<file path="src/rtl/rhb_pkg.sv">
package rhb_pkg;
  typedef enum logic [1:0] {
    MODE_IDLE   = 2'd0,
    MODE_UNDO   = 2'd1,
    MODE_RETIRE = 2'd2
  } rhb_mode_e;
endpackage

</file>
<file path="src/rtl/rhb_store.sv">
module rhb_store #(
  parameter int DEPTH = 8,
  parameter int W     = 8
) (
  input  logic         clk_i,
  input  logic         rst_ni,
  input  logic         push_i,
  input  logic [W-1:0] push_data_i,
  input  logic         pop_old_i,
  input  logic         pop_new_i,
  output logic [W-1:0] oldest_o,
  output logic [W-1:0] newest_o,
  output logic         empty_o,
  output logic         full_o
);
  localparam int PTR_W = (DEPTH > 1) ? $clog2(DEPTH) : 1;
  localparam int CNT_W = $clog2(DEPTH + 1);
  localparam logic [PTR_W-1:0] LAST = PTR_W'(DEPTH - 1);

  logic [W-1:0]     mem_q [DEPTH];
  logic [PTR_W-1:0] head_q, tail_q;
  logic [CNT_W-1:0] count_q;

  function automatic logic [PTR_W-1:0] ptr_next(input logic [PTR_W-1:0] p);
    return (p == LAST) ? '0 : p + 1'b1;
  endfunction

  function automatic logic [PTR_W-1:0] ptr_prev(input logic [PTR_W-1:0] p);
    return (p == '0) ? LAST : p - 1'b1;
  endfunction

  assign oldest_o = mem_q[head_q];
  assign newest_o = mem_q[ptr_prev(tail_q)];
  assign empty_o  = (count_q == '0);
  assign full_o   = (count_q == CNT_W'(DEPTH));

  always_ff @(posedge clk_i) begin
    if (push_i) mem_q[tail_q] <= push_data_i;
  end

  // push and newest-end pop are exclusive (ready is low during rollback)
  always_ff @(posedge clk_i or negedge rst_ni) begin
    if (!rst_ni) begin
      head_q  <= '0;
      tail_q  <= '0;
      count_q <= '0;
    end else begin
      if (push_i)         tail_q <= ptr_next(tail_q);
      else if (pop_new_i) tail_q <= ptr_prev(tail_q);
      if (pop_old_i)      head_q <= ptr_next(head_q);
      count_q <= count_q + CNT_W'(push_i) - CNT_W'(pop_old_i) - CNT_W'(pop_new_i);
    end
  end
endmodule

</file>
<file path="src/rtl/rhb_ctrl.sv">
module rhb_ctrl
  import rhb_pkg::*;
#(
  parameter int SEQ_W = 16
) (
  input  logic             clk_i,
  input  logic             rst_ni,
  input  logic             squash_i,
  input  logic             flush_i,
  input  logic [SEQ_W-1:0] squash_seq_i,
  input  logic             commit_i,
  input  logic [SEQ_W-1:0] commit_seq_i,
  input  logic             push_fire_i,
  input  logic             empty_i,
  input  logic [SEQ_W-1:0] oldest_seq_i,
  input  logic [SEQ_W-1:0] newest_seq_i,
  output logic             pop_old_o,
  output logic             pop_new_o,
  output rhb_mode_e        mode_o
);
  rhb_mode_e        mode_q;
  logic [SEQ_W-1:0] target_q;
  logic             flush_all_q;
  logic             any_sq, undo_hit, retire_hit, commit_ok;

  always_comb begin
    any_sq     = squash_i | flush_i;
    undo_hit   = (mode_q == MODE_UNDO) && !empty_i &&
                 (flush_all_q || (newest_seq_i > target_q));
    retire_hit = (mode_q == MODE_RETIRE) && !empty_i && (oldest_seq_i <= target_q);
    commit_ok  = commit_i && !empty_i && (oldest_seq_i <= commit_seq_i);
    pop_new_o  = undo_hit;
    // a squash cycle carries no retirement
    pop_old_o  = retire_hit && !any_sq;
  end

  assign mode_o = mode_q;

  always_ff @(posedge clk_i or negedge rst_ni) begin
    if (!rst_ni) begin
      mode_q      <= MODE_IDLE;
      target_q    <= '0;
      flush_all_q <= 1'b0;
    end else if (any_sq) begin
      target_q    <= squash_seq_i;
      flush_all_q <= flush_i;
      mode_q      <= (!empty_i || push_fire_i) ? MODE_UNDO : MODE_IDLE;
    end else if (mode_q == MODE_UNDO) begin
      if (!undo_hit) mode_q <= MODE_IDLE;
    end else if (commit_ok) begin
      target_q <= commit_seq_i;
      mode_q   <= MODE_RETIRE;
    end else if ((mode_q == MODE_RETIRE) && !retire_hit) begin
      mode_q <= MODE_IDLE;
    end
  end
endmodule

</file>
<file path="src/rtl/rhb_evcnt.sv">
module rhb_evcnt #(
  parameter int W = 16
) (
  input  logic         clk_i,
  input  logic         rst_ni,
  input  logic         inc_i,
  output logic [W-1:0] cnt_o
);
  always_ff @(posedge clk_i or negedge rst_ni) begin
    if (!rst_ni)    cnt_o <= '0;
    else if (inc_i) cnt_o <= cnt_o + 1'b1;
  end
endmodule

</file>
<file path="src/rtl/rename_hist_buf.sv">
module rename_hist_buf
  import rhb_pkg::*;
#(
  parameter int DEPTH        = 8,
  parameter int SEQ_W        = 16,
  parameter int ARCH_W       = 5,
  parameter int PHYS_W       = 7,
  parameter int NUM_INT_PHYS = 48,
  parameter int NUM_FP_PHYS  = 48,
  parameter int CNT_W        = 16
) (
  input  logic              clk_i,
  input  logic              rst_ni,
  input  logic              push_valid_i,
  output logic              push_ready_o,
  input  logic [SEQ_W-1:0]  push_seq_i,
  input  logic [ARCH_W-1:0] push_arch_i,
  input  logic [PHYS_W-1:0] push_new_phys_i,
  input  logic [PHYS_W-1:0] push_prev_phys_i,
  input  logic              commit_valid_i,
  input  logic [SEQ_W-1:0]  commit_seq_i,
  input  logic              squash_valid_i,
  input  logic [SEQ_W-1:0]  squash_seq_i,
  input  logic              flush_i,
  output logic              map_we_o,
  output logic [ARCH_W-1:0] map_arch_o,
  output logic [PHYS_W-1:0] map_phys_o,
  output logic              free_valid_o,
  output logic [PHYS_W-1:0] free_phys_o,
  output logic              sb_set_o,
  output logic [PHYS_W-1:0] sb_phys_o,
  output logic              busy_o,
  output logic [CNT_W-1:0]  undone_cnt_o,
  output logic [CNT_W-1:0]  commit_cnt_o
);
  localparam int ENT_W  = SEQ_W + ARCH_W + 2 * PHYS_W;
  localparam int PRV_LO = 0;
  localparam int NEW_LO = PHYS_W;
  localparam int ARC_LO = 2 * PHYS_W;
  localparam int SEQ_LO = 2 * PHYS_W + ARCH_W;
  localparam logic [PHYS_W-1:0] MISC_BASE = PHYS_W'(NUM_INT_PHYS + NUM_FP_PHYS);

  logic [ENT_W-1:0]  oldest_w, newest_w;
  logic              empty, full, pop_old, pop_new, push_fire;
  rhb_mode_e         mode;
  logic [PHYS_W-1:0] new_newest, prev_newest, prev_oldest;
  logic              unused_bits;

  assign push_ready_o = !full && (mode != MODE_UNDO);
  assign push_fire    = push_valid_i && push_ready_o;

  rhb_store #(.DEPTH(DEPTH), .W(ENT_W)) u_store (
    .clk_i       (clk_i),
    .rst_ni      (rst_ni),
    .push_i      (push_fire),
    .push_data_i ({push_seq_i, push_arch_i, push_new_phys_i, push_prev_phys_i}),
    .pop_old_i   (pop_old),
    .pop_new_i   (pop_new),
    .oldest_o    (oldest_w),
    .newest_o    (newest_w),
    .empty_o     (empty),
    .full_o      (full)
  );

  rhb_ctrl #(.SEQ_W(SEQ_W)) u_ctrl (
    .clk_i        (clk_i),
    .rst_ni       (rst_ni),
    .squash_i     (squash_valid_i),
    .flush_i      (flush_i),
    .squash_seq_i (squash_seq_i),
    .commit_i     (commit_valid_i),
    .commit_seq_i (commit_seq_i),
    .push_fire_i  (push_fire),
    .empty_i      (empty),
    .oldest_seq_i (oldest_w[SEQ_LO +: SEQ_W]),
    .newest_seq_i (newest_w[SEQ_LO +: SEQ_W]),
    .pop_old_o    (pop_old),
    .pop_new_o    (pop_new),
    .mode_o       (mode)
  );

  assign new_newest  = newest_w[NEW_LO +: PHYS_W];
  assign prev_newest = newest_w[PRV_LO +: PHYS_W];
  assign prev_oldest = oldest_w[PRV_LO +: PHYS_W];
  assign unused_bits = ^oldest_w[ARC_LO +: (ARCH_W + PHYS_W)] ^ ^oldest_w[NEW_LO +: PHYS_W];

  assign map_we_o     = pop_new;
  assign map_arch_o   = newest_w[ARC_LO +: ARCH_W];
  assign map_phys_o   = prev_newest;
  assign free_valid_o = pop_new | pop_old;
  assign free_phys_o  = pop_new ? new_newest : prev_oldest;
  assign sb_set_o     = pop_new && (new_newest >= MISC_BASE);
  assign sb_phys_o    = new_newest;
  assign busy_o       = (mode != MODE_IDLE);

  rhb_evcnt #(.W(CNT_W)) u_undone_cnt (
    .clk_i (clk_i), .rst_ni (rst_ni), .inc_i (pop_new), .cnt_o (undone_cnt_o)
  );

  rhb_evcnt #(.W(CNT_W)) u_commit_cnt (
    .clk_i (clk_i), .rst_ni (rst_ni), .inc_i (pop_old), .cnt_o (commit_cnt_o)
  );
endmodule

</file>
<file path="config.mk">
export PLATFORM = sky130hd
export DESIGN_NAME = rename_hist_buf
export DESIGN_NICKNAME = d
export VERILOG_FILES = /design/src/rtl/rhb_pkg.sv /design/src/rtl/rhb_store.sv /design/src/rtl/rhb_ctrl.sv /design/src/rtl/rhb_evcnt.sv /design/src/rtl/rename_hist_buf.sv
export SDC_FILE = /design/constraint.sdc
export NUM_CORES = 1
export LEC_CHECK = 0
export BUFFER_PORTS_ARGS = -buffer_cell sky130_fd_sc_hd__buf_2
export CORE_MARGIN = 2
export CORE_UTILIZATION = 60
export DETAILED_ROUTE_END_ITERATION = 8
export PLACE_DENSITY = 0.8
export SLEW_MARGIN = 20
export SYNTH_ARGS = -nofsm -noshare
export SYNTH_HDL_FRONTEND = slang
export SYNTH_SLANG_ARGS = --single-unit
</file>
<file path="constraint.sdc">
create_clock -name clk_i -period 7.2 [get_ports clk_i]
set_clock_uncertainty 0.15 [all_clocks]
set_input_delay 0.72 -clock clk_i [delete_from_list [all_inputs] [get_ports clk_i]]
set_output_delay 0.72 -clock clk_i [all_outputs]
set_load 0.02 [all_outputs]
</file>
# == Word-level counts from Yosys, hierarchy flattened ==
# Memories as Yosys holds them, arrays and structs flattened.
# Index checks and enable logic that the tools add are counted.
# op_classes
addsub,8
bitwise,2
n_mux,17
n_eq_ne,8
n_lt_le_gt_ge,4
n_reduce_logical,25
# ops
cell,count
16-bit 2-to-1 mux,3
"16-bit by 1-bit adder with 16-bit output, second input constant",2
16-bit less-or-equal comparator,2
16-bit greater-than comparator,1
3-bit 2-to-1 mux,5
1-bit logical AND,11
2-bit 2-to-1 mux,5
4-bit by 1-bit subtractor with 4-bit output,2
"7-bit greater-or-equal comparator, second input constant",1
7-bit 2-to-1 mux,1
"3-bit by 1-bit adder with 3-bit output, second input constant",2
"3-bit == test, second input constant",2
2-bit nonzero test,3
4-bit by 1-bit adder with 4-bit output,1
"4-bit == test, second input constant",1
1-bit zero test,4
4-bit zero test,1
"2-bit by 1-bit inequality test with 1-bit output, second input constant",2
2-bit AND reduction,2
4-bit nonzero test,1
3-bit zero test,1
1-bit 2-to-1 mux,3
"3-bit by 2-bit inequality test with 1-bit output, second input constant",1
"3-bit by 1-bit subtractor with 3-bit output, second input constant",1
other kinds (4),6
# word_totals
ff_bits,61
elab_cells,73
memories,1
out_inout_bits,63
ramBits,280
input_bits,73
# memory_table
memory,depth,width,read_ports,rd_clocked_by_memory_dff,wr,line_no,text
u_store.mem_q,8,35,2,0,1,rhb_store.sv:20,logic [W-1:0] mem_q [DEPTH];

# == Longest topological paths before layout ==
# Gate-level depths: netlist of run 1.
# logic_depth
word_depth,10
ltp_mapped,21
ltp_nobuf,19

# == Modules after synthesis ==
# Synthesis of run 1 repeated with hierarchy kept, for this count alone.
# unflattened
hier_cells,1194
area_unflattened_um2,17265.3
# modules_own_cells
mod,area_each_um2,cells_each,n_inst,seq_area_each_um2
rhb_store,13422.9,790,1,8658.3
rhb_ctrl,2297.2,278,1,475.5
rhb_evcnt,695.7,56,2,400.4
rename_hist_buf,153.9,14,1,0.0

# == Least setup slack after synthesis of run 1 ==
# Ideal clock, no wire load.
# synth_timing
path_type,register to output
from,register u_store.tail_q[1]
to,output free_phys_o[5]
slack_ns,1.751
required_time_ns,6.330
path_stages_with_launch,17
path_buffers,5
arrival_ns,4.579
cell_sequence,dfrtp_1 > clkbuf_1 > inv_1 > ha_1 > clkbuf_1 > buf_1 > clkbuf_1 > mux4_2 > mux2_2 > ha_1 > a21oi_1 > o21ai_1 > a2111o_1 > o31ai_4 > inv_2 > clkbuf_1 > a21oi_1
# synth_via
elab_chain_cells,7
elab_cells_between_ends,8
cone_classes,add/sub (1); order compare (1); mux (2); reduce/logical (3); memory (1)
# synth_lines
element,line_no,text
from (decl),rhb_store.sv:21,"logic [PTR_W-1:0] head_q, tail_q;"
from (signal assigned),rhb_store.sv:48,if (push_i) tail_q <= ptr_next(tail_q);
from (signal assigned),rhb_store.sv:49,else if (pop_new_i) tail_q <= ptr_prev(tail_q);
3-bit by 1-bit subtractor with 3-bit output / 3-bit zero test (equally long branches),rhb_store.sv:29,return (p == '0) ? LAST : p - 1'b1;
3-bit 2-to-1 mux (*),rhb_store.sv:29,
memory 8 x 35 bit (*),--,
16-bit greater-than comparator (*),rhb_ctrl.sv:29,(flush_all_q || (newest_seq_i > target_q));
1-bit logical OR (*),rhb_ctrl.sv:29,
1-bit logical AND (*),rhb_ctrl.sv:28,undo_hit = (mode_q == MODE_UNDO) && !empty_i &&
named net map_we_o,rename_hist_buf.sv:25,"output logic map_we_o,"
7-bit 2-to-1 mux (*),rename_hist_buf.sv:91,assign free_phys_o = pop_new ? new_newest : prev_oldest;
to (decl),rename_hist_buf.sv:29,"output logic [PHYS_W-1:0] free_phys_o,"
# The timed path passes the listed nets; every way through them passes the cells marked *.

# == Worst setup path after layout of run 1 ==
# layout_timing
from,register u_store.tail_q[0]
to,output free_phys_o[6]
# layout_via
elab_chain_cells,7
elab_cells_between_ends,8
cone_classes,add/sub (1); order compare (1); mux (2); reduce/logical (3); memory (1)
# layout_lines
element,line_no
3-bit by 1-bit subtractor with 3-bit output / 3-bit zero test (equally long branches),rhb_store.sv:29
3-bit 2-to-1 mux (*),rhb_store.sv:29
memory 8 x 35 bit (*),--
16-bit greater-than comparator,rhb_ctrl.sv:29
1-bit logical OR,rhb_ctrl.sv:29
1-bit logical AND,rhb_ctrl.sv:28
7-bit 2-to-1 mux (*),rename_hist_buf.sv:91
# Every way passes the cells marked *; elsewhere a longest branch is shown, timed or not.

==> run metrics, run 1 <==
drt drc 0; Clock Power Share 24.5%; Max Buffers Root-to-Sink 3; placed instance area 0.0173 mm²; drt pass-1 iters 5; CTS clk-pin slew, worst paths 0.06 ns; max cap viols 0; peak supply drop 0.000385 V; HPWL Detailed 23.1 mm; cts repair resizes 0; vias in the first global route 9614; total gr overflow 0; unique cell type count in the Yosys netlist 59; Min Clock Period, post-route 6.61 ns; startpoint types register; R2R Path Start u_store.tail_q[0]; row cnt 60; Root Buffer clkbuf_16; final hold violations 0; Die X-Extent 168 µm; Tightest Pin Transition 1.03 ns; sequential fraction of design power 35.2%; IO Port Bufs 135; fmax 151 MHz; worst flop-to-flop path endpoint u_store.count_q[3]; GPL Wtd Cong 0.833; FF+latch count, synth 341; total nets after synthesis 1077; Sw Share 34.6%; Critical Path AT 5.74 ns; Inst Count DP 1392; Post-CTS Setup Bufs 0; CP Max Fanout 31; Layout Cells excl Fill 1448; post-synthesis instance area 0.0162 mm²; RSZ-0062 raised after global routing false; clock sink total 341; critical path class register to primary output; worst hold path type input pin to asynchronous set/reset pin; initial antenna violation count 3; Clock Latency Late Sink 0.52 ns; Power, Total 6.83 mW; Post-synth ARST share 17.9%; via count 9439; Design Area, Final 0.0183 mm²; Final Cycle Share 91.8%; Worst Setup EP free_phys_o[6]; Post-synth EDFFs 280; slack of the worst reg-to-reg path 1.25 ns; combinational share of power 40.3%; global-route wire length before repair 56.4 mm; Final TNS setup 0 ns; relative slew slack 30.8%; io pins 136; area of the multi-input gates 0.00589 mm²; Int Power 4.47 mW; drt total wl 36.9 mm; Slew Viols, Final 0; switching power total 2.36 mW; Final nets 1225; status finished clean; H-tree levels 2; TritonCTS Buffers 35; Final ANT Viol Nets 0; Final WS setup 0.592 ns; Gate Count Post-Synth 940; Avg Cell Area, Syn 17.2 µm²; die height 168 µm; Vias/cell 6.52; top_reg_cell synth edfxtp_1; hold buffer count at cts 0; Global Route Usage Sum 26.5%; Storage cell area 0.00994 mm²; R2R cell count 19; Detailed Route Iter0 Violations 967; CP endpoint kind primary output; Pleak 6.77 nW; die area 0.0283 mm²; Finish-stage setup viols 0; CTS tree built; Starting Density 60.5%; Layout area overhead 13.3%; CP startpoint u_store.tail_q[0]; Synth Warn # 0; PD cells 373 mW/mm²; # fillers 1761; drt wl/cell 25.5 µm; core box area 0.0267 mm²; Util after Layout 68.6%; pre-CTS setup slack 1.09 ns; critical path required time 6.33 ns; post-synthesis sequential area ratio 61.4%; layout cell share with drive strength beyond 1 35.4%; largest net degree at the start of global routing 62; Fin Hold WS 0.213 ns
==> synthesized netlist by cell type, types with 2 or more instances <==
library cell,instances,share of area (%)
a2111oi_0,3,0.16
a211oi_1,6,0.28
a21boi_1,3,0.14
a21o_1,4,0.19
a21oi_1,26,0.80
a311oi_1,2,0.11
and2_1,3,0.12
and3_1,4,0.15
buf_1,11,0.26
buf_2,12,0.37
clkbuf_1,20,0.46
dfrtp_1,61,9.4
edfxtp_1,280,52
fa_1,2,0.25
ha_1,62,4.8
inv_1,54,1.3
mux2_2,52,3.6
mux2i_1,11,0.68
mux4_2,116,16
nand2_1,31,0.72
nand2b_1,17,0.66
nand3_1,11,0.34
nand4_1,20,0.77
nor2_1,15,0.35
nor2b_1,6,0.23
nor3_1,7,0.22
nor3b_1,2,0.093
nor4_1,8,0.31
nor4b_1,2,0.11
o211ai_1,2,0.093
o21ai_0,7,0.22
o21ai_1,10,0.31
o221a_1,15,1.0
xnor2_1,14,0.76
xor2_1,17,0.92
==> logic make-up (layout without fill, tap and decap cells) <==
kind of cell,count (synthesis),after routing,share of synthesized area [%]
multiplexers,180,180,20.5
AO/OA/AOI/OAI,90,90,4.26
XOR/XNOR,31,31,1.68
flip-flops,341,341,61.4
buffers and inverters,100,265,2.53
adder cells (fa/ha/maj),64,64,5.04
AND/OR/NAND/NOR,134,134,4.56
other,0,2,0
==> area by class of cell <==
cell class                      count  share of cell area [%]
Antenna cell                        2                  0.0273
Clock buffer                       47                    5.19
Clock inverter                      7                   0.444
Inverter                           55                    1.13
Multi-Input combinational cell    499                    32.1
Sequential cell                   341                    54.2
Tap cell                          341                    2.33
Timing Repair Buffer              156                    4.55
==> worst min-delay path by stage <==
stage | end | slack [ns] | cells after the start
6_report | u_undone_cnt.cnt_o[6] | 0.21 | 2
5_1_grt | u_ctrl.flush_all_q | 0.27 | 2
4_1_cts | u_undone_cnt.cnt_o[7] | 0.24 | 2
3_5_place_dp | u_commit_cnt.cnt_o[15] | 0.31 | 1
3_3_place_gp | u_commit_cnt.cnt_o[15] | 0.30 | 1
2_1_floorplan | u_commit_cnt.cnt_o[0] | 0.27 | 0
==> registers in the layout (all words and copies together) (netlist names) <==
register,flops
u_store.mem_q,280
u_commit_cnt.cnt_o,16
u_ctrl.target_q,16
u_undone_cnt.cnt_o,16
u_store.count_q,4
u_store.head_q,3
u_store.tail_q,3
u_ctrl.mode_o,2
u_ctrl.flush_all_q,1
==> routing by layer <==
| metal | vias to the layer above | GRT usage, % | routed length [µm] |
|---|---|---|---|
| met4 | 2 | 9.41 | 1210 |
| met1 | 4801 | 36.1 | 14900 |
| met2 | 489 | 44.1 | 18100 |
| met3 | 82 | 4.42 | 2670 |
| li1 | 4065 | - | - |
| met5 | - | 0 | 13 |
==> cells in the final DEF, fill, tap and decap left out, types with 3 or more instances in the layout <==
master	count
o21ai_1	10
a211oi_1	6
xnor2_1	14
nand2_1	31
nor4_1	5
nand2b_1	17
o21ai_0	7
mux2_2	52
xor2_1	17
clkbuf_1	9
inv_1	54
and3_1	4
clkbuf_16	35
nand3_1	11
nor3_1	3
nor4_2	3
and2_1	3
dfrtp_2	3
edfxtp_1	280
o221a_1	15
nor2b_1	6
nor2_1	14
nor3_2	4
a21o_1	4
a21boi_1	3
nand4_1	20
mux2i_1	11
buf_2	135
mux4_2	116
clkinv_2	3
ha_1	60
a2111oi_0	3
buf_4	21
a21oi_1	26
dfrtp_1	57
clkbuf_8	3
==> worst max-delay path, cell delays in order, from the launching register on <==
cell and delay, ns:
dfrtp_4 0.79, inv_1 0.21, ha_2 0.84, buf_4 0.49, mux4_2 0.57, mux2i_1 0.24, ha_1 0.19, nor2b_1 0.04
o211ai_1 0.15, a21boi_1 0.12, o31ai_4 0.60, inv_2 0.42, a211oi_1 0.29, a21oi_1 0.06, buf_2 0.18
==> power by group through the flow <==
stage	Combinational [mW]	Sequential (mW)	Clock [mW]
6_report	2.76	2.41	1.67
2_1_floorplan	2.01	2.39	0
3_3_place_gp	2.66	2.44	0
3_5_place_dp	2.74	2.44	0
4_1_cts	2.78	2.41	1.70
5_1_grt	2.97	2.43	1.77
Note: power is estimated with default switching activity, not from simulation.
==> run 2: changes to the inputs <==
--- a/config.mk
+++ b/config.mk
@@ -5,11 +5,14 @@
 export SDC_FILE = /design/constraint.sdc
 export NUM_CORES = 1
 export LEC_CHECK = 0
+export ABC_AREA = 1
 export BUFFER_PORTS_ARGS = -buffer_cell sky130_fd_sc_hd__buf_2
+export CELL_PAD_IN_SITES_DETAIL_PLACEMENT = 1
+export CELL_PAD_IN_SITES_GLOBAL_PLACEMENT = 1
 export CORE_MARGIN = 2
-export CORE_UTILIZATION = 60
+export CORE_UTILIZATION = 47
 export DETAILED_ROUTE_END_ITERATION = 8
-export PLACE_DENSITY = 0.8
+export PLACE_DENSITY_LB_ADDON = 0.1
 export SLEW_MARGIN = 20
 export SYNTH_ARGS = -nofsm -noshare
 export SYNTH_HDL_FRONTEND = slang
==> run 2 against run 1 <==
Final cell count is 61% higher. Synthesized area is 5.2% higher. Sequential power about the same. Count of clock-buffer cells in the layout rose by 7. Worst hold slack lost 0.035 ns. First-iteration DRC count fell by 22%. Register-to-register slack better by 0.41 ns. Final area grew 5.3%. Critical path depth increased by 7. Sequential cell count unchanged. Die area is 33% higher. Global-route usage up 0.67 points. Largest power group unchanged. Highest routed layer unchanged.
==> run metrics, run 2 <==
Tightest Pin Transition 1.08 ns (+0.0449 ns); top cell type's share of synthesized area 49.4% (-2.6 points); slack of the worst reg-to-reg path 1.66 ns (+0.41 ns); R2R cell count 25 (+6); GPL Wtd Cong 0.837 (+0.49%); Layout area overhead 13.4%; most frequent CP cell nand2_1; peak supply drop 0.000289 V (-25%); CP Cell Sequence inv_4, ha_1, inv_2, buf_4, nand3_1, nand3_1, nand2_1, ha_1, a21oi_1, o21ai_1, nand2_1, nand2_1, nand2_1, nand2_1, nand2_1, nand2_2, nand2_4, inv_2, nand2_1, nor2_1, buf_2; HPWL Detailed 31.2 mm (+35%); CTS tree built; RSZ-0062 raised after global routing false; Gate Count Post-Synth 1738 (+85%); Inst Count DP 2262 (+63%); startpoint types register; drt wl/cell 21.9 µm (-14%); Final ANT Viol Nets 0 (unchanged); Crit-path slowest cell dfrtp_4; initial antenna violation count 4 (+1); clock sink total 341 (unchanged); total nets after synthesis 1875 (+74%); Layout Cells excl Fill 2335 (+61%); hold buffer count at cts 0 (unchanged); most common cell in the netlist edfxtp_1; final hold violations 0 (unchanged); worst hold path type input pin to asynchronous set/reset pin; number of flip-flops in the largest register 280 (unchanged); Final nets 1979 (+62%); TritonCTS Buffers 39 (+11%); critical path class register to primary output; post-synthesis sequential area ratio 58.4% (-3.0 points); Synth Warn # 0 (unchanged); relative slew slack 28.1% (-2.7 points); Avg Cell Area, Syn 9.79 µm² (-43%); die height 194 µm (+15%); Critical Path AT 5.19 ns (-0.55 ns); vias in the first global route 14.2k (+48%); Slew Viols, Final 0 (unchanged); cts repair resizes 0 (unchanged); global-route wire length before repair 80.0 mm (+42%); drt total wl 51.2 mm (+39%); via count 13.6k (+44%); Vias/cell 5.83 (-11%); drt drc 0 (unchanged); Synth area leaders edfxtp_1, dfrtp_1, o21ai_0, nand2_1, a21oi_1; Starting Density 47.8% (-13 points); IO Port Bufs 135 (unchanged); io pins 136 (unchanged); Max Buffers Root-to-Sink 3 (unchanged); R2R Path Start u_store.tail_q[0]; Post-CTS Setup Bufs 0 (unchanged); commonest non-fill, non-tap cell in the layout edfxtp_1; CTS clk-pin slew, worst paths 0.06 ns (about the same); layout cell share with drive strength beyond 1 13.7% (-22 points); Global Route Usage Sum 27.2% (+0.67 points); Final TNS setup 0 ns (unchanged); total gr overflow 0 (unchanged); Final Cycle Share 84.2% (-7.6 points); die area 0.0377 mm² (+33%); core box area 0.0356 mm² (+33%); critical path required time 6.33 ns (about the same); FF+latch count, synth 341 (unchanged); Post-synth ARST share 17.9% (unchanged); Clock Latency Late Sink 0.57 ns (+0.05 ns); CP endpoint kind primary output; worst flop-to-flop path endpoint u_store.count_q[3]; max cap viols 0 (unchanged); CP Max Fanout 41 (+32%); fmax 165 MHz (+9.0%); most frequent cells in the layout edfxtp_1, nand2_1, o21ai_0; Root Buffer clkbuf_16; Synth top cells by count edfxtp_1, nand2_1, o21ai_0; Pleak 7.71 nW (+14%); Die X-Extent 194 µm (+15%); Post-synth EDFFs 280 (unchanged); Detailed Route Iter0 Violations 754 (-22%); Finish-stage setup viols 0 (unchanged); Synth area leader edfxtp_1; unique cell type count in the Yosys netlist 42 (-29%); status finished clean; drt pass-1 iters 5 (unchanged); delay of the slowest critical-path stage 0.74 ns (-0.10 ns); H-tree levels 2 (unchanged); Top reg by flops u_store.mem_q; largest net degree at the start of global routing 91 (+47%); Min Clock Period, post-route 6.06 ns (-0.546 ns); post-synthesis instance area 0.0170 mm² (+5.2%); row cnt 69 (+15%); top_reg_cell synth edfxtp_1; PD cells 437 mW/mm² (+17%)
run 2: routing by layer:
| metal | wire [µm] | up-vias | track usage (%) | part of all wire [%] |
|---|---|---|---|---|
| li1 | - | 6278 | - | - |
| met1 | 22200 | 6782 | 36.3 | 43 |
| met2 | 24300 | 441 | 44.8 | 47 |
| met3 | 3080 | 102 | 3.95 | 6.0 |
| met4 | 1650 | 4 | 11.0 | 3.2 |
| met5 | 29 | - | 0 | 0.057 |
run 2: metrics by stage:
stage | area [µm²] | utilization (%) | hold WS [ns] | power (mW) | worst slack (ns)
global placement | 18100 | 50.9 | 0.334 | 6.37 | 1.75
CTS | 19300 | 54.2 | 0.194 | 8.49 | 1.13
global route | 19300 | 54.3 | 0.236 | 8.99 | 0.834
floorplan | 17000 | - | 0.274 | 5.20 | 2.38
finish | 19300 | 54.3 | 0.178 | 8.44 | 1.14
detailed placement | 18100 | 50.9 | 0.353 | 6.54 | 1.67
run 2: worst max path at each step:
stage / endpoint / start / slack (ns) / depth (start not counted)
after floorplan: u_store.count_q[3] / u_store.tail_q[0] / 2.38 / 31
after global placement: u_store.count_q[3] / u_store.head_q[0] / 1.75 / 27
after detailed placement: u_store.count_q[3] / u_store.tail_q[0] / 1.67 / 25
after CTS: sb_set_o / u_store.tail_q[0] / 1.13 / 21
after global routing: sb_set_o / u_store.tail_q[0] / 0.83 / 20
final: sb_set_o / u_store.tail_q[0] / 1.14 / 21
run 2: cell type report:
cell class | count | area [µm²]
timing repair buffer | 160 | 901
clock inverter | 16 | 150
clock buffer | 54 | 1050
inverter | 159 | 599
antenna | 3 | 7.51
fill | 4005 | 16300
multi-input combinational | 1141 | 6080
tap | 461 | 577
sequential | 341 | 9940
run 2: critical path, delay by kind of cell, from the launching register on:
family	cells	cell delay (ns)
flops	1	0.74
compound gates	2	0.29
buf+inv	5	1.56
fa+ha+maj	2	0.68
simple gates	12	1.30
run 2: logic make-up after synthesis:
| group | synth area share (%) |
|---|---|
| buffers and inverters | 6.26 |
| DFF | 58.4 |
| adders and majority gates | 4.79 |
| AOI/OAI and AO/OA | 15.2 |
| xor gates and xnor gates | 1.34 |
| and+or+nand+nor | 14.0 |
run 2: where the power goes:
part           switching, mW  internal (mW)
Combinational           2.87           1.24
Clock                  0.812           1.10
Sequential             0.117           2.30
==> run 3: changes to the inputs <==
==> constraint.sdc (replaced) <==
create_clock -name clk_i -period 6.23 [get_ports clk_i]
set_clock_uncertainty 0.15 [all_clocks]
set_input_delay 0.623 -clock clk_i [delete_from_list [all_inputs] [get_ports clk_i]]
set_output_delay 0.623 -clock clk_i [all_outputs]
set_load 0.02 [all_outputs]
==> run 3 against run 2 <==
Sequential cell count unchanged. Clock power grew 12%. Combinational power up 17%. Worst hold slack got worse by 0.060 ns. Critical path type unchanged. Largest cell class unchanged.
==> run metrics, run 3 (synthesized netlist as in run 2, its figures left out) <==
status finished clean; Critical Path AT 5.05 ns (-0.14 ns); initial antenna violation count 4 (unchanged); clock sink total 341 (unchanged); cts repair resizes 0 (unchanged); placed instance area 0.0181 mm² (+0.12%); fmax 172 MHz; Pleak 7.72 nW (+0.14%); R2R cell count 25 (unchanged); Top reg by flops u_store.mem_q; global-route wire length before repair 78.2 mm (-2.3%); hold buffer count at cts 0 (unchanged); Tightest Pin Transition 0.891 ns (-0.186 ns); via count 13.4k (-1.3%); row cnt 69 (unchanged); TritonCTS Buffers 39 (unchanged); IO Port Bufs 135 (unchanged); DR WL met2 23.8 mm (-2.0%); drt wl/cell 21.2 µm (-3.2%); Finish-stage setup viols 0 (unchanged); drt pass-1 iters 5 (unchanged); Starting Density 47.8% (unchanged); CTS clk-pin slew, worst paths 0.06 ns (about the same); critical path class register to primary output; drt total wl 49.7 mm (-3.0%); CP Max Fanout 36 (-12%); Layout area overhead 13.4% (about the same); total gr overflow 0 (unchanged); relative slew slack 40.0% (+12 points); Inst Count DP 2268 (+0.27%); layout cell share with drive strength beyond 1 14.0% (+0.32 points); die area 0.0377 mm² (unchanged); worst hold path type input pin to asynchronous set/reset pin; Root Buffer clkbuf_16; Final TNS setup 0 ns (unchanged); Max Buffers Root-to-Sink 3 (unchanged); max cap viols 0 (unchanged); most frequent cells in the layout edfxtp_1, nand2_1, o21ai_0; Final nets 1985 (+0.30%); peak supply drop 0.000422 V (+46%); Fin Hold WS 0.118 ns (-0.0599 ns); highest metal used met5; die height 194 µm (unchanged); CTS tree built; Global Route Usage Sum 26.3% (-0.92 points); Post-Route M1 WL 21.3 mm (-4.1%); Final ANT Viol Nets 0 (unchanged); Slew Viols, Final 0 (unchanged); RSZ-0062 raised after global routing false; Min Clock Period, post-route 5.83 ns; Clock Latency Late Sink 0.55 ns (-0.02 ns); critical path required time 5.46 ns (-0.87 ns); drt drc 0 (unchanged); HPWL Detailed 31.0 mm (-0.36%); vias in the first global route 14.0k (-1.5%); H-tree levels 2 (unchanged); # fillers 3981 (-0.60%); Routed met3 length 3.19 mm (+3.6%); commonest non-fill, non-tap cell in the layout edfxtp_1; number of flip-flops in the largest register 280 (unchanged); GPL Wtd Cong 0.796 (-5.0%); Detailed Route Iter0 Violations 783 (+3.8%); PD cells 503 mW/mm² (+15%); Vias/cell 5.74 (-1.5%); Post-CTS Setup Bufs 0 (unchanged); final hold violations 0 (unchanged); io pins 136 (unchanged); startpoint types register; core box area 0.0356 mm² (unchanged); CP endpoint kind primary output; Final Cycle Share 93.5%; Design Area, Final 0.0193 mm² (about the same); Layout Cells excl Fill 2340 (+0.21%); Die X-Extent 194 µm (unchanged); largest net degree at the start of global routing 88 (-3.3%)
[run 3: through the flow]
| stage | utilization (%) | setup WS, ns | power, mW |
|---|---|---|---|
| final | 54.3 | 0.403 | 9.70 |
| after global routing | 54.2 | 0.0912 | 10.4 |
| after CTS | 54.2 | 0.126 | 9.77 |
| after detailed placement | 50.9 | 0.716 | 7.58 |
| after global placement | 50.9 | 0.976 | 7.39 |
| after floorplan | - | 1.41 | 6.01 |
[run 3: worst paths after layout]
kind	start	to	slack, ns
min reg2reg	u_ctrl.mode_o[1]	u_ctrl.mode_o[1]	0.36
min	rst_ni	u_undone_cnt.cnt_o[12]	0.12
max in group asynchronous	rst_ni	u_store.tail_q[0]	5.16
max reg2reg	u_store.tail_q[0]	u_store.count_q[3]	0.94
min in group clk_i	squash_valid_i	u_ctrl.flush_all_q	0.13
max	u_store.tail_q[0]	sb_set_o	0.40
[run 3: final cells by class]
type | count | area, µm² | share of cell area [%]
antenna | 1 | 2.50 | 0.0130
clock buffer | 51 | 1030 | 5.34
clock inverter | 20 | 141 | 0.733
inverter | 159 | 602 | 3.12
multi-input combinational | 1141 | 6080 | 31.5
sequential | 341 | 9940 | 51.5
tap | 461 | 577 | 2.99
timing repair buffer | 166 | 928 | 4.81
[run 3: per-layer routing]
| layer | vias to the layer above | GRT usage, % |
|---|---|---|
| met3 | 92 | 4.85 |
| met2 | 384 | 44.6 |
| li1 | 6290 | - |
| met1 | 6659 | 34.1 |
| met5 | - | 0 |
| met4 | 6 | 8.47 |
[run 3: worst max-delay path, stage by stage, from the launching register on]
cell and delay (ns):
dfrtp_4 0.49, inv_4 0.36, ha_1 0.34, inv_2 0.53
buf_12 0.30, nand3_1 0.12, nand3_1 0.11, nand2_1 0.09
ha_1 0.28, nand2_1 0.06, nor2_1 0.23, nand2_1 0.08
nand2_1 0.10, nand2_1 0.06, nand2_1 0.05, nand2_1 0.07
nand2_2 0.09, nand2_4 0.13, buf_4 0.25, inv_2 0.33
nand2_1 0.14, nor2_1 0.11, buf_2 0.17
[run 3: report_power, final]
group          internal, mW  switching [mW]
sequential             2.65           0.101
combinational          1.45            3.35
clock                  1.21           0.932
total                  5.31            4.38
